==> src/rtl/dseq_pkg.sv <==
package dseq_pkg;

    localparam int NPH = 6;

    typedef enum logic [2:0] {
        PH_REG_V   = 3'd0,
        PH_TRK_VH  = 3'd1,
        PH_TRK_I   = 3'd2,
        PH_REG_ILO = 3'd3,
        PH_TRK_VL  = 3'd4,
        PH_TRK_DV  = 3'd5
    } phase_e;

endpackage

==> src/rtl/dseq_ratio.sv <==
module dseq_ratio #(
    parameter int SEL_W     = 3,
    parameter int LOG2_BASE = 3,
    parameter int LQ_W      = 4
) (
    input  logic [SEL_W-1:0] sel_i,
    output logic [LQ_W-1:0]  lq_o
);
    localparam int LOG2_TOP = LOG2_BASE + (1 << SEL_W);

    // code 0 selects the longest ratio, others climb from the base
    always_comb begin
        if (sel_i == '0) begin
            lq_o = LQ_W'(LOG2_TOP);
        end else begin
            lq_o = LQ_W'(LOG2_BASE) + LQ_W'(sel_i);
        end
    end

endmodule

==> src/rtl/dseq_jitter.sv <==
module dseq_jitter #(
    parameter int LFSR_W    = 7,
    parameter int CNT_W     = 12,
    parameter int LQ_W      = 4,
    parameter int JIT_SHIFT = 5
) (
    input  logic                    clk,
    input  logic                    rst_n,
    input  logic                    hold_i,
    input  logic                    step_i,
    input  logic                    spr_i,
    input  logic [LQ_W-1:0]         lq_i,
    output logic signed [CNT_W:0]   ofs_o
);
    localparam int PICK_W = LFSR_W - 1;

    typedef struct packed {
        logic [LFSR_W-1:0] lfsr;
        logic              neg;
    } jit_t;

    jit_t st_d, st_q;
    logic [PICK_W-1:0]    mask_c;
    logic [PICK_W-1:0]    pick_c;
    logic signed [CNT_W:0] mag_c;

    always_comb begin
        st_d = st_q;
        // offset bound follows the live ratio: below P/32
        if (lq_i > LQ_W'(JIT_SHIFT)) begin
            mask_c = PICK_W'((1 << (lq_i - LQ_W'(JIT_SHIFT))) - 1);
        end else begin
            mask_c = '0;
        end
        pick_c = st_q.lfsr[PICK_W-1:0] & mask_c;
        mag_c  = $signed((CNT_W+1)'(pick_c));
        if (!spr_i) begin
            ofs_o = '0;
        end else if (st_q.neg) begin
            ofs_o = -mag_c;
        end else begin
            ofs_o = mag_c;
        end

        if (hold_i) begin
            st_d.neg = 1'b0;
        end else if (step_i) begin
            if (spr_i) begin
                st_d.neg = ~st_q.neg;
                // new value only after the shortened half of a pair
                if (st_q.neg) begin
                    st_d.lfsr = {st_q.lfsr[LFSR_W-2:0],
                                 st_q.lfsr[LFSR_W-1] ^ st_q.lfsr[LFSR_W-2]};
                end
            end else begin
                st_d.neg = 1'b0;
            end
        end
    end

    always_ff @(posedge clk or negedge rst_n) begin
        if (!rst_n) begin
            st_q.lfsr <= LFSR_W'(1);
            st_q.neg  <= 1'b0;
        end else begin
            st_q <= st_d;
        end
    end

endmodule

==> src/rtl/dseq_soft.sv <==
module dseq_soft #(
    parameter int SOFT_W = 6
) (
    input  logic              clk,
    input  logic              rst_n,
    input  logic              en_i,
    input  logic              ovp_i,
    input  logic              cyc_end_i,
    output logic [SOFT_W-1:0] lvl_o,
    output logic              start_o
);
    typedef struct packed {
        logic              en_p;
        logic              ov_p;
        logic              start;
        logic [SOFT_W-1:0] lvl;
    } soft_t;

    soft_t st_d, st_q;

    always_comb begin
        st_d       = st_q;
        st_d.en_p  = en_i;
        st_d.ov_p  = ovp_i;
        st_d.start = (en_i && !st_q.en_p) || (en_i && ovp_i && !st_q.ov_p);
        if (!en_i || ovp_i) begin
            st_d.lvl = '0;
        end else if (cyc_end_i && (st_q.lvl != '1)) begin
            st_d.lvl = st_q.lvl + SOFT_W'(1);
        end
    end

    always_ff @(posedge clk or negedge rst_n) begin
        if (!rst_n) begin
            st_q <= '0;
        end else begin
            st_q <= st_d;
        end
    end

    assign lvl_o   = st_q.lvl;
    assign start_o = st_q.start;

endmodule

==> src/rtl/dither_seq.sv <==
module dither_seq
    import dseq_pkg::*;
#(
    parameter int SEL_W     = 3,
    parameter int LOG2_BASE = 3,
    parameter int SOFT_W    = 6,
    parameter int LFSR_W    = 7
) (
    input  logic              clk,
    input  logic              rst_n,
    input  logic              enable_i,
    input  logic              ovp_i,
    input  logic [SEL_W-1:0]  div_sel_i,
    input  logic              spread_en_i,
    output logic [NPH-1:0]    phase_stb_o,
    output logic              corr_valid_o,
    output logic [SOFT_W-1:0] soft_lvl_o,
    output logic              soft_start_o,
    output logic              sync_o
);
    localparam int LOG2_TOP = LOG2_BASE + (1 << SEL_W);
    localparam int CNT_W    = LOG2_TOP + 1;
    localparam int LQ_W     = $clog2(LOG2_TOP + 1);

    typedef struct packed {
        phase_e           ph;
        logic [CNT_W-1:0] tc;
        logic [LQ_W-1:0]  lq;
        logic             spr;
        logic             vld;
        logic             syn;
    } seq_t;

    seq_t st_d, st_q;

    logic [LQ_W-1:0]       lq_sel_c;
    logic signed [CNT_W:0] ofs_c;
    logic [CNT_W-1:0]      quarter_c;
    logic [CNT_W-1:0]      eighth_c;
    logic [CNT_W-1:0]      plen_c;
    logic                  last_c;
    logic                  cyc_end_c;

    dseq_ratio #(
        .SEL_W     (SEL_W),
        .LOG2_BASE (LOG2_BASE),
        .LQ_W      (LQ_W)
    ) u_ratio (
        .sel_i (div_sel_i),
        .lq_o  (lq_sel_c)
    );

    dseq_jitter #(
        .LFSR_W (LFSR_W),
        .CNT_W  (CNT_W),
        .LQ_W   (LQ_W)
    ) u_jitter (
        .clk    (clk),
        .rst_n  (rst_n),
        .hold_i (!enable_i),
        .step_i (cyc_end_c),
        .spr_i  (st_q.spr),
        .lq_i   (st_q.lq),
        .ofs_o  (ofs_c)
    );

    dseq_soft #(
        .SOFT_W (SOFT_W)
    ) u_soft (
        .clk       (clk),
        .rst_n     (rst_n),
        .en_i      (enable_i),
        .ovp_i     (ovp_i),
        .cyc_end_i (cyc_end_c),
        .lvl_o     (soft_lvl_o),
        .start_o   (soft_start_o)
    );

    // phase length from the ratio latched for this cycle
    always_comb begin
        quarter_c = CNT_W'(1) << (st_q.lq - LQ_W'(2));
        eighth_c  = CNT_W'(1) << (st_q.lq - LQ_W'(3));
        case (st_q.ph)
            PH_REG_V:   plen_c = CNT_W'($signed({1'b0, quarter_c}) + ofs_c);
            PH_REG_ILO: plen_c = quarter_c;
            default:    plen_c = eighth_c;
        endcase
        last_c    = (st_q.tc == plen_c - CNT_W'(1));
        cyc_end_c = enable_i && last_c && (st_q.ph == PH_TRK_DV);
    end

    always_comb begin
        st_d     = st_q;
        st_d.syn = ~st_q.syn;
        if (!enable_i) begin
            st_d.ph  = PH_REG_V;
            st_d.tc  = '0;
            st_d.vld = 1'b0;
            st_d.lq  = lq_sel_c;
            st_d.spr = spread_en_i;
        end else if (last_c) begin
            st_d.tc = '0;
            if (st_q.ph == PH_TRK_DV) begin
                st_d.ph  = PH_REG_V;
                st_d.vld = 1'b1;
                st_d.lq  = lq_sel_c;
                st_d.spr = spread_en_i;
            end else begin
                st_d.ph = phase_e'(st_q.ph + 3'd1);
            end
        end else begin
            st_d.tc = st_q.tc + CNT_W'(1);
        end
    end

    always_ff @(posedge clk or negedge rst_n) begin
        if (!rst_n) begin
            st_q.ph  <= PH_REG_V;
            st_q.tc  <= '0;
            st_q.lq  <= LQ_W'(LOG2_TOP);
            st_q.spr <= 1'b0;
            st_q.vld <= 1'b0;
            st_q.syn <= 1'b0;
        end else begin
            st_q <= st_d;
        end
    end

    // first clock of each phase is the switch gap
    for (genvar k = 0; k < NPH; k++) begin : g_stb
        assign phase_stb_o[k] = (st_q.ph == phase_e'(k)) && (st_q.tc != '0);
    end

    assign corr_valid_o = st_q.vld;
    assign sync_o       = st_q.syn;

endmodule

==> config.mk <==
export PLATFORM = sky130hd
export DESIGN_NAME = dither_seq
export DESIGN_NICKNAME = d
export VERILOG_FILES = /design/src/rtl/dseq_pkg.sv /design/src/rtl/dseq_ratio.sv /design/src/rtl/dseq_jitter.sv /design/src/rtl/dseq_soft.sv /design/src/rtl/dither_seq.sv
export SDC_FILE = /design/constraint.sdc
export NUM_CORES = 1
export LEC_CHECK = 0
export ABC_CLOCK_PERIOD_IN_PS = 7100
export BUFFER_PORTS_ARGS = -buffer_cell sky130_fd_sc_hd__buf_2
export CORE_UTILIZATION = 50
export CTS_BUF_LIST = sky130_fd_sc_hd__clkbuf_16
export DETAILED_ROUTE_END_ITERATION = 8
export GPL_ROUTABILITY_DRIVEN = 0
export MAX_ROUTING_LAYER = met4
export PLACE_DENSITY = 0.69
export SYNTH_ARGS = -nofsm -noshare
export SYNTH_HDL_FRONTEND = slang
export SYNTH_HIERARCHICAL = 1
export SYNTH_SLANG_ARGS = --single-unit
==> constraint.sdc <==
create_clock -name clk -period 7.1 [get_ports clk]
set_input_delay 2.13 -clock clk [delete_from_list [all_inputs] [get_ports clk]]
set_output_delay 2.13 -clock clk [all_outputs]
set_load 0.02 [all_outputs]
Word level (Yosys, flattened, before mapping) --
Index checks and enable logic that the tools add are counted.
Storage, ports and cells: input port bits 8, output and inout bits 15, logic and storage cells 80, bits in registers 39
Operators by class: reductions and logical operators 23, eq/ne operators 10, muxes and demuxes 16, add/subtract/negate cells 11, order comparisons 1, bitwise logic cells 4, shift operators 3
Operators with widths (number):
- 12-bit two-way mux | 3
- 6-bit two-way mux | 5
- 12-bit one-hot mux with 2 select lines | 1
- 1-bit by 4-bit << shifter with 12-bit output (first input constant) | 2
- 21-bit two-way mux | 1
- 12-bit by 1-bit adder with 12-bit output (second input constant) | 1
- 12-bit adder | 1
- 12-bit equality test | 1
- 1-bit logical AND | 12
- 6-bit negator with 12-bit output | 1
- 12-bit nonzero test | 1
- 12-bit by 1-bit subtractor with 12-bit output (second input constant) | 1
- 4-bit by 2-bit subtractor with 4-bit output (second input constant) | 2
- 6-bit by 1-bit adder with 6-bit output (second input constant) | 1
- 6-bit bitwise AND | 1
- 3-bit by 2-bit equality test with 1-bit output (second input constant) | 2
- 3-bit equality test (second input constant) | 2
- 3-bit logical NOT | 2
- 3-bit two-way mux | 2
- 2-bit by 1-bit != test with 1-bit output (second input constant) | 3
- 6-bit != test (second input constant) | 1
- 1-bit by 4-bit << shifter with 6-bit output (first input constant) | 1
- 6-bit by 2-bit subtractor with 6-bit output (second input constant) | 1
- 2-bit by 3-bit adder with 4-bit output (first input constant) | 1
- 13 further kinds | 19

Longest topological paths before layout --
Gate-level depths: netlist of the first run.
word-level depth 17, depth in mapped cells 24, gate-level depth less buffers 23

By module --
Netlist of the first run, hierarchy kept.
By module, submodules not included:
- dither_seq | area an instance 2650.0 sq um, instances 1, cells an instance 338, sequential area each 554.3 sq um
- dseq_jitter | area an instance 665.6 sq um, instances 1, cells an instance 74, sequential area each 201.4 sq um
- dseq_soft | area an instance 470.5 sq um, instances 1, cells an instance 45, sequential area each 225.2 sq um
- dseq_ratio | area an instance 72.6 sq um, instances 1, cells an instance 11, sequential area each 0.0 sq um

Worst setup path before layout of the first run --
OpenSTA, ideal clock, no wires.
path type reg2reg, from register, netlist name st_q[4], to register u_jitter/st_q[2] in the netlist's numbering, required time 6.972 ns, path buffers 2, arrival time 6.232 ns, clock period less this slack 6.360 ns, setup time 0.128 ns, path slack 0.740 ns, stages on the path, launching flop included 23, cell sequence dfstp_2 -> nand2_1 -> or3_1 -> ha_1 -> nor2b_1 -> o21ai_1 -> ha_1 -> a21oi_1 -> nor2_1 -> fa_1 -> a211oi_2 -> o21ai_0 -> xnor2_1 -> o21ai_0 -> or3_1 -> clkbuf_1 -> or4_1 -> o311a_1 -> and2_0 -> buf_6 -> nor4_1 -> nand4b_1 -> mux2_1
RTL lines:
- end signal: assignment | line dseq_jitter.sv:66 | st_q <= st_d;
- end: declaration | line dseq_jitter.sv:22 | jit_t st_d, st_q;

==> impl_metrics.env, run 1 <==
export IMPL_cts_tree="done"
export IMPL_hp_class="register to register"
export IMPL_drt_iter0_drc=272
export IMPL_clock_latency_ns=0.28
export IMPL_grtUsageTotal=0.246
export IMPL_grt_pass1_vias=3350
export IMPL_top_layer="met4"
export IMPL_place_ws_ns=0.425
export IMPL_final_nets=510
export IMPL_antenna_left=0
export IMPL_whs_ns=0.434
export IMPL_cpMaxStageDelayCell="dfstp_2"
export IMPL_portBuffers=22
export IMPL_maxCapViolCount=0
export IMPL_io_pin_count=23
export IMPL_regArea_um2=981
export IMPL_yosys_warnings=6
export IMPL_multi_input_area_mm2=0.00265
export IMPL_rows=31
export IMPL_grt_ovfl_total=0
export IMPL_root_buffer="clkbuf_16"
export IMPL_startpoint="st_q[4]"
export IMPL_die_x_um=89.8
export IMPL_cts_max_level=2
export IMPL_cts_made_buffers=5
export IMPL_maxSlewHeadroom=0.439
export IMPL_drt_first_pass_iters=5
export IMPL_skew_ns=0.00589
export IMPL_dr_wl_met3_um=474
export IMPL_min_from="sync_o"
export IMPL_clkPwrFrac=0.313
export IMPL_fill_cells=658
export IMPL_syn_to_final_growth_pct=7.21
export IMPL_wire_per_inst_um=15.9
export IMPL_r2r_end="u_soft/lvl_o[3]"
export IMPL_vias=3551
export IMPL_switchingPower_uw=247
export IMPL_rsz0062_at_grt="false"
export IMPL_drive_above_1_share=0.132
export IMPL_hold_violations=0
export IMPL_outcome="complete, no violations"
export IMPL_clock_sinks=39
export IMPL_syn_inst=467
export IMPL_hold_path_depth=1
export IMPL_p_leak_uw=0.00175
export IMPL_reg2reg_slack_ns=0.52
export IMPL_path_cells="nand2_1 -> or3_1 -> ha_1 -> nor2b_1 -> o21ai_1 -> ha_1 -> a21oi_1 -> nor2_1 -> fa_1 -> a211oi_2 -> o21ai_0 -> xnor2_1 -> o21ai_0 -> or3_1 -> or4_1 -> o311a_1 -> and2_0 -> nor4_1 -> buf_4 -> and3_4 -> and4_1 -> nor3_2"
export IMPL_criticalPathCategory="register to register"
export IMPL_worst_slew_pin_slew_ns=0.841
export IMPL_route_detailed_drc=0
export IMPL_routed_wl_um=9190
export IMPL_clkTransAtPathRegs_ns=0.06
export IMPL_diodes=0
export IMPL_start_util=0.525
export IMPL_place_hpwl_um=6980
export IMPL_worstHoldEndpoint="sync_o"
export IMPL_syn_area_mm2=0.00385
export IMPL_antenna_found_initial=0
export IMPL_drv_slew=0
export IMPL_viasPerCell=6.14
export IMPL_fp_dieArea_mm2=0.00806
export IMPL_wl_met1_um=4340
export IMPL_cp_max_fo=22
export IMPL_wl_met2_um=4180
export IMPL_clockBufferDepth=2
export IMPL_cp_data_arrival_time_ns=6.75
export IMPL_ctsHoldBuffers=0
export IMPL_layout_min_cycle_time_ns=6.58
export IMPL_slowest_delay_ns=0.76
export IMPL_fmax_mhz=152
export IMPL_p_total_uw=699
export IMPL_power_frac_seq=0.358
export IMPL_p_per_area_mw_per_mm2=169
export IMPL_grt_pass1_wl_um=15700
export IMPL_cp_required_ns=7.27
export IMPL_swShare=0.354
export IMPL_r2r_cells=22
export IMPL_comb_power_share=0.329
export IMPL_ir_worst_vdd_v=0.000151
export IMPL_final_cells=578
export IMPL_grt_max_degree=40
export IMPL_syn_avg_cell_area_um2=8.25
export IMPL_period_share=0.927
export IMPL_core_area_mm2=0.00733
export IMPL_setup_tns_ns=0
export IMPL_start_kind="register"
export IMPL_internal_power_uw=452
export IMPL_setup_violations=0
export IMPL_syn_nets=499
export IMPL_r2r_start="st_q[4]"
export IMPL_post_place_cells=569
export IMPL_die_h_um=89.8
export IMPL_end_kind="register"
export IMPL_finalWorstSetupSlack_ns=0.517
-- flip-flops by register name (all words and copies together) (netlist names) --
| signal | cells |
|---|---|
| sync_o | 1 |
| u_soft/st_q | 2 |
| corr_valid_o | 1 |
| u_soft/lvl_o | 6 |
| st_q | 20 |
| u_soft/start_o | 1 |
| u_jitter/st_q | 8 |
-- cell usage in the layout (no fill, tap or decap), types with 7 or more instances in the layout --
master	count
ha_1	23
nand4_1	8
nor4_1	8
o21ai_0	16
mux2_1	7
nand2_1	38
a21oi_1	29
xnor2_1	19
buf_2	22
nor2_1	45
dfrtp_1	35
and3_1	9
nand3_1	17
xor2_1	13
inv_1	21
or3_1	7
and2_1	8
nand2b_1	7
nor3_1	17
-- cell type report --
| cell class | instances | share of cell area |
|---|---|---|
| multi-input cells | 383 | 0.641 |
| flip-flops and latches | 39 | 0.238 |
| repair buffers | 28 | 0.0376 |
| clock buffers | 5 | 0.0303 |
| well taps | 99 | 0.0300 |
| inverters | 21 | 0.0191 |
| clock inverters | 3 | 0.00424 |
-- metal layers --
| layer | global-route usage | vias up |
|---|---|---|
| li1 | - | 1728 |
| met1 | 0.336 | 1704 |
| met2 | 0.374 | 104 |
| met3 | 0.0313 | 15 |
| met4 | 0.0902 | 0 |
| met5 | - | - |
-- worst max-delay path: cells and delay by family (launching register included) --
kind | cells | cell delay [ns]
buffers and inverters | 1 | 0.22
AO/OA/AOI/OAI | 6 | 1.26
XOR/XNOR | 1 | 0.29
adder cells (fa/ha/maj) | 3 | 1.10
flip-flops | 1 | 0.76
AND/OR/NAND/NOR | 11 | 2.82
-- power by group through the flow --
stage          clock [uW]  combinational, uW  sequential [uW]
2_1_floorplan           0                188              243
3_3_place_gp            0                219              253
3_5_place_dp            0                224              253
4_1_cts               224                227              249
5_1_grt               231                255              252
6_report              219                230              250
-- worst max-delay path by stage --
stage                  endpoint  slack, ns
2_1_floorplan  u_jitter/st_q[2]       0.74
3_3_place_gp   u_jitter/st_q[7]       0.51
3_5_place_dp   u_jitter/st_q[7]       0.42
4_1_cts        u_jitter/st_q[7]       0.40
5_1_grt         u_soft/lvl_o[4]        0.1
6_report        u_soft/lvl_o[3]       0.52
-- stage by stage --
step,cell area [um^2],util
global route,4130,0.563
floorplan,3850,-
detailed placement,3980,0.543
global placement,3980,0.543
finish,4130,0.563
CTS,4120,0.562
-- repair_timing --
item / CTS / global route
gates resized for setup: 0 / 0
endpoints found under the setup margin: 0 / 6
endpoints found under the hold margin: 0 / 0
setup buffers: 0 / 1
No activity file was read; power rests on OpenSTA's default activity.
==> run 2, diff against run 1 <==
Settings changed: RECOVER_POWER set to 50.
==> impl_metrics.env, run 2 (same netlist as run 1, synthesis figures left out) <==
export IMPL_min_from="sync_o"
export IMPL_final_nets=510
export IMPL_start_util=0.525
export IMPL_die_x_um=89.8
export IMPL_start_kind="register"
export IMPL_viasPerCell=6.16
export IMPL_drv_slew=40
export IMPL_grt_pass1_wl_um=15700
export IMPL_r2r_cells=22
export IMPL_slowest_delay_ns=0.76
export IMPL_antenna_found_initial=0
export IMPL_clock_latency_ns=0.28
export IMPL_rsz0062_at_grt="false"
export IMPL_drt_first_pass_iters=6
export IMPL_grt_max_degree=40
export IMPL_dpl_cell_area_mm2=0.00398
export IMPL_rows=31
export IMPL_worstHoldEndpoint="sync_o"
export IMPL_r2r_start="st_q[4]"
export IMPL_final_cell_mix="nor2_1, nand2_1, dfrtp_1, a21oi_1, ha_1"
export IMPL_cp_max_fo=22
export IMPL_regMostFlops="st_q"
export IMPL_cts_resized=0
export IMPL_syn_to_final_growth_pct=7.02
export IMPL_largest_reg_flops=20
export IMPL_hold_path_depth=1
export IMPL_core_area_mm2=0.00733
export IMPL_finalWorstSetupSlack_ns=0.517
export IMPL_grt_ovfl_total=0
export IMPL_setup_tns_ns=0
export IMPL_cts_max_level=2
export IMPL_maxCapViolCount=1
export IMPL_post_place_cells=569
export IMPL_hp_class="register to register"
export IMPL_ir_worst_vdd_v=0.000151
export IMPL_reg2reg_slack_ns=0.52
export IMPL_period_share=0.927
export IMPL_path_cells="nand2_1 -> or3_1 -> ha_1 -> nor2b_1 -> o21ai_1 -> ha_1 -> a21oi_1 -> nor2_1 -> fa_1 -> a211oi_2 -> o21ai_0 -> xnor2_1 -> o21ai_0 -> or3_1 -> or4_1 -> o311a_1 -> and2_0 -> nor4_1 -> buf_4 -> and3_4 -> and4_1 -> nor3_2"
export IMPL_setup_violations=0
export IMPL_final_cell_area_mm2=0.00412
export IMPL_criticalPathCategory="register to register"
export IMPL_portBuffers=22
export IMPL_ctsHoldBuffers=0
export IMPL_diodes=0
export IMPL_drive_above_1_share=0.119
export IMPL_cts_made_buffers=5
export IMPL_drt_iter0_drc=272
export IMPL_final_common_cell="nor2_1"
export IMPL_io_pin_count=23
export IMPL_layout_min_cycle_time_ns=6.58
export IMPL_route_detailed_drc=0
export IMPL_place_ws_ns=0.425
export IMPL_worst_slew_pin_slew_ns=2.01
export IMPL_p_per_area_mw_per_mm2=169
export IMPL_cp_data_arrival_time_ns=6.75
export IMPL_p_leak_uw=0.00173
export IMPL_clock_sinks=39
export IMPL_end_kind="register"
export IMPL_violations="capacitance limit, slew limit"
export IMPL_antenna_left=0
export IMPL_cp_required_ns=7.27
export IMPL_cpMaxStageDelayCell="dfstp_2"
export IMPL_root_buffer="clkbuf_16"
export IMPL_routed_wl_um=9200
export IMPL_fmax_mhz=152
export IMPL_skew_ns=0.00665
export IMPL_clkTransAtPathRegs_ns=0.06
export IMPL_wire_per_inst_um=15.9
export IMPL_vias=3560
export IMPL_final_cells=578
export IMPL_grt_pass1_vias=3350
export IMPL_place_hpwl_um=6980
export IMPL_maxSlewHeadroom=-0.341
export IMPL_grtUsageTotal=0.246
export IMPL_outcome="complete, but fails checks"
export IMPL_fp_dieArea_mm2=0.00806
export IMPL_die_h_um=89.8
export IMPL_whs_ns=0.434
export IMPL_hold_violations=0
export IMPL_clockBufferDepth=2
export IMPL_cts_tree="done"
export IMPL_r2r_end="u_soft/lvl_o[3]"
## run 2: repair_timing
| action | CTS | global route |
|---|---|---|
| setup buffers | 0 | 1 |
| endpoints found under the setup margin | 0 | 6 |
| endpoints found under the hold margin | 0 | 0 |
## run 2: cell type report
cell class | instances | area (um^2)
clock inverter | 3 | 17.5
multi-input combinational | 383 | 2650
timing repair buffer | 28 | 148
inverter | 21 | 78.8
clock buffer | 5 | 125
fill | 658 | 3210
sequential | 39 | 981
tap | 99 | 124
## run 2: routing by layer
layer / global-route usage / vias to the layer above / part of all wire
met5: - / - / 0
met4: 0.0902 / 0 / 0.021
met3: 0.0313 / 15 / 0.050
met2: 0.374 / 116 / 0.45
met1: 0.336 / 1701 / 0.48
li1: - / 1728 / -
## run 2: where the power goes
part	internal, uW	switching (uW)	leakage (uW)
logic	92.2	137	0.00114
clock network	129	90.3	0.0000750
registers	230	19.7	0.000514
total	451	247	0.00173
## run 2: stage by stage
step	utilization	power (uW)
after CTS	0.562	701
after global placement	0.543	472
after floorplan	-	431
final	0.562	699
after detailed placement	0.543	477
after global routing	0.562	737
## run 2: worst max path at each step
stage | from | endpoint | slack [ns] | cells after the start
3_3_place_gp | st_q[4] | u_jitter/st_q[7] | 0.51 | 20
5_1_grt | st_q[4] | u_soft/lvl_o[4] | 0.1 | 22
3_5_place_dp | st_q[4] | u_jitter/st_q[7] | 0.42 | 19
6_report | st_q[4] | u_soft/lvl_o[3] | 0.52 | 22
4_1_cts | st_q[4] | u_jitter/st_q[7] | 0.40 | 20
2_1_floorplan | st_q[4] | u_jitter/st_q[2] | 0.74 | 22
## run 2: critical path, delay by kind of cell (launching register included)
| family | cells | cell delay (ns) |
|---|---|---|
| AO/OA/AOI/OAI | 6 | 1.26 |
| adder cells (fa/ha/maj) | 3 | 1.10 |
| XOR/XNOR | 1 | 0.29 |
| flip-flops | 1 | 0.76 |
| AND/OR/NAND/NOR | 11 | 2.82 |
| buffers and inverters | 1 | 0.22 |
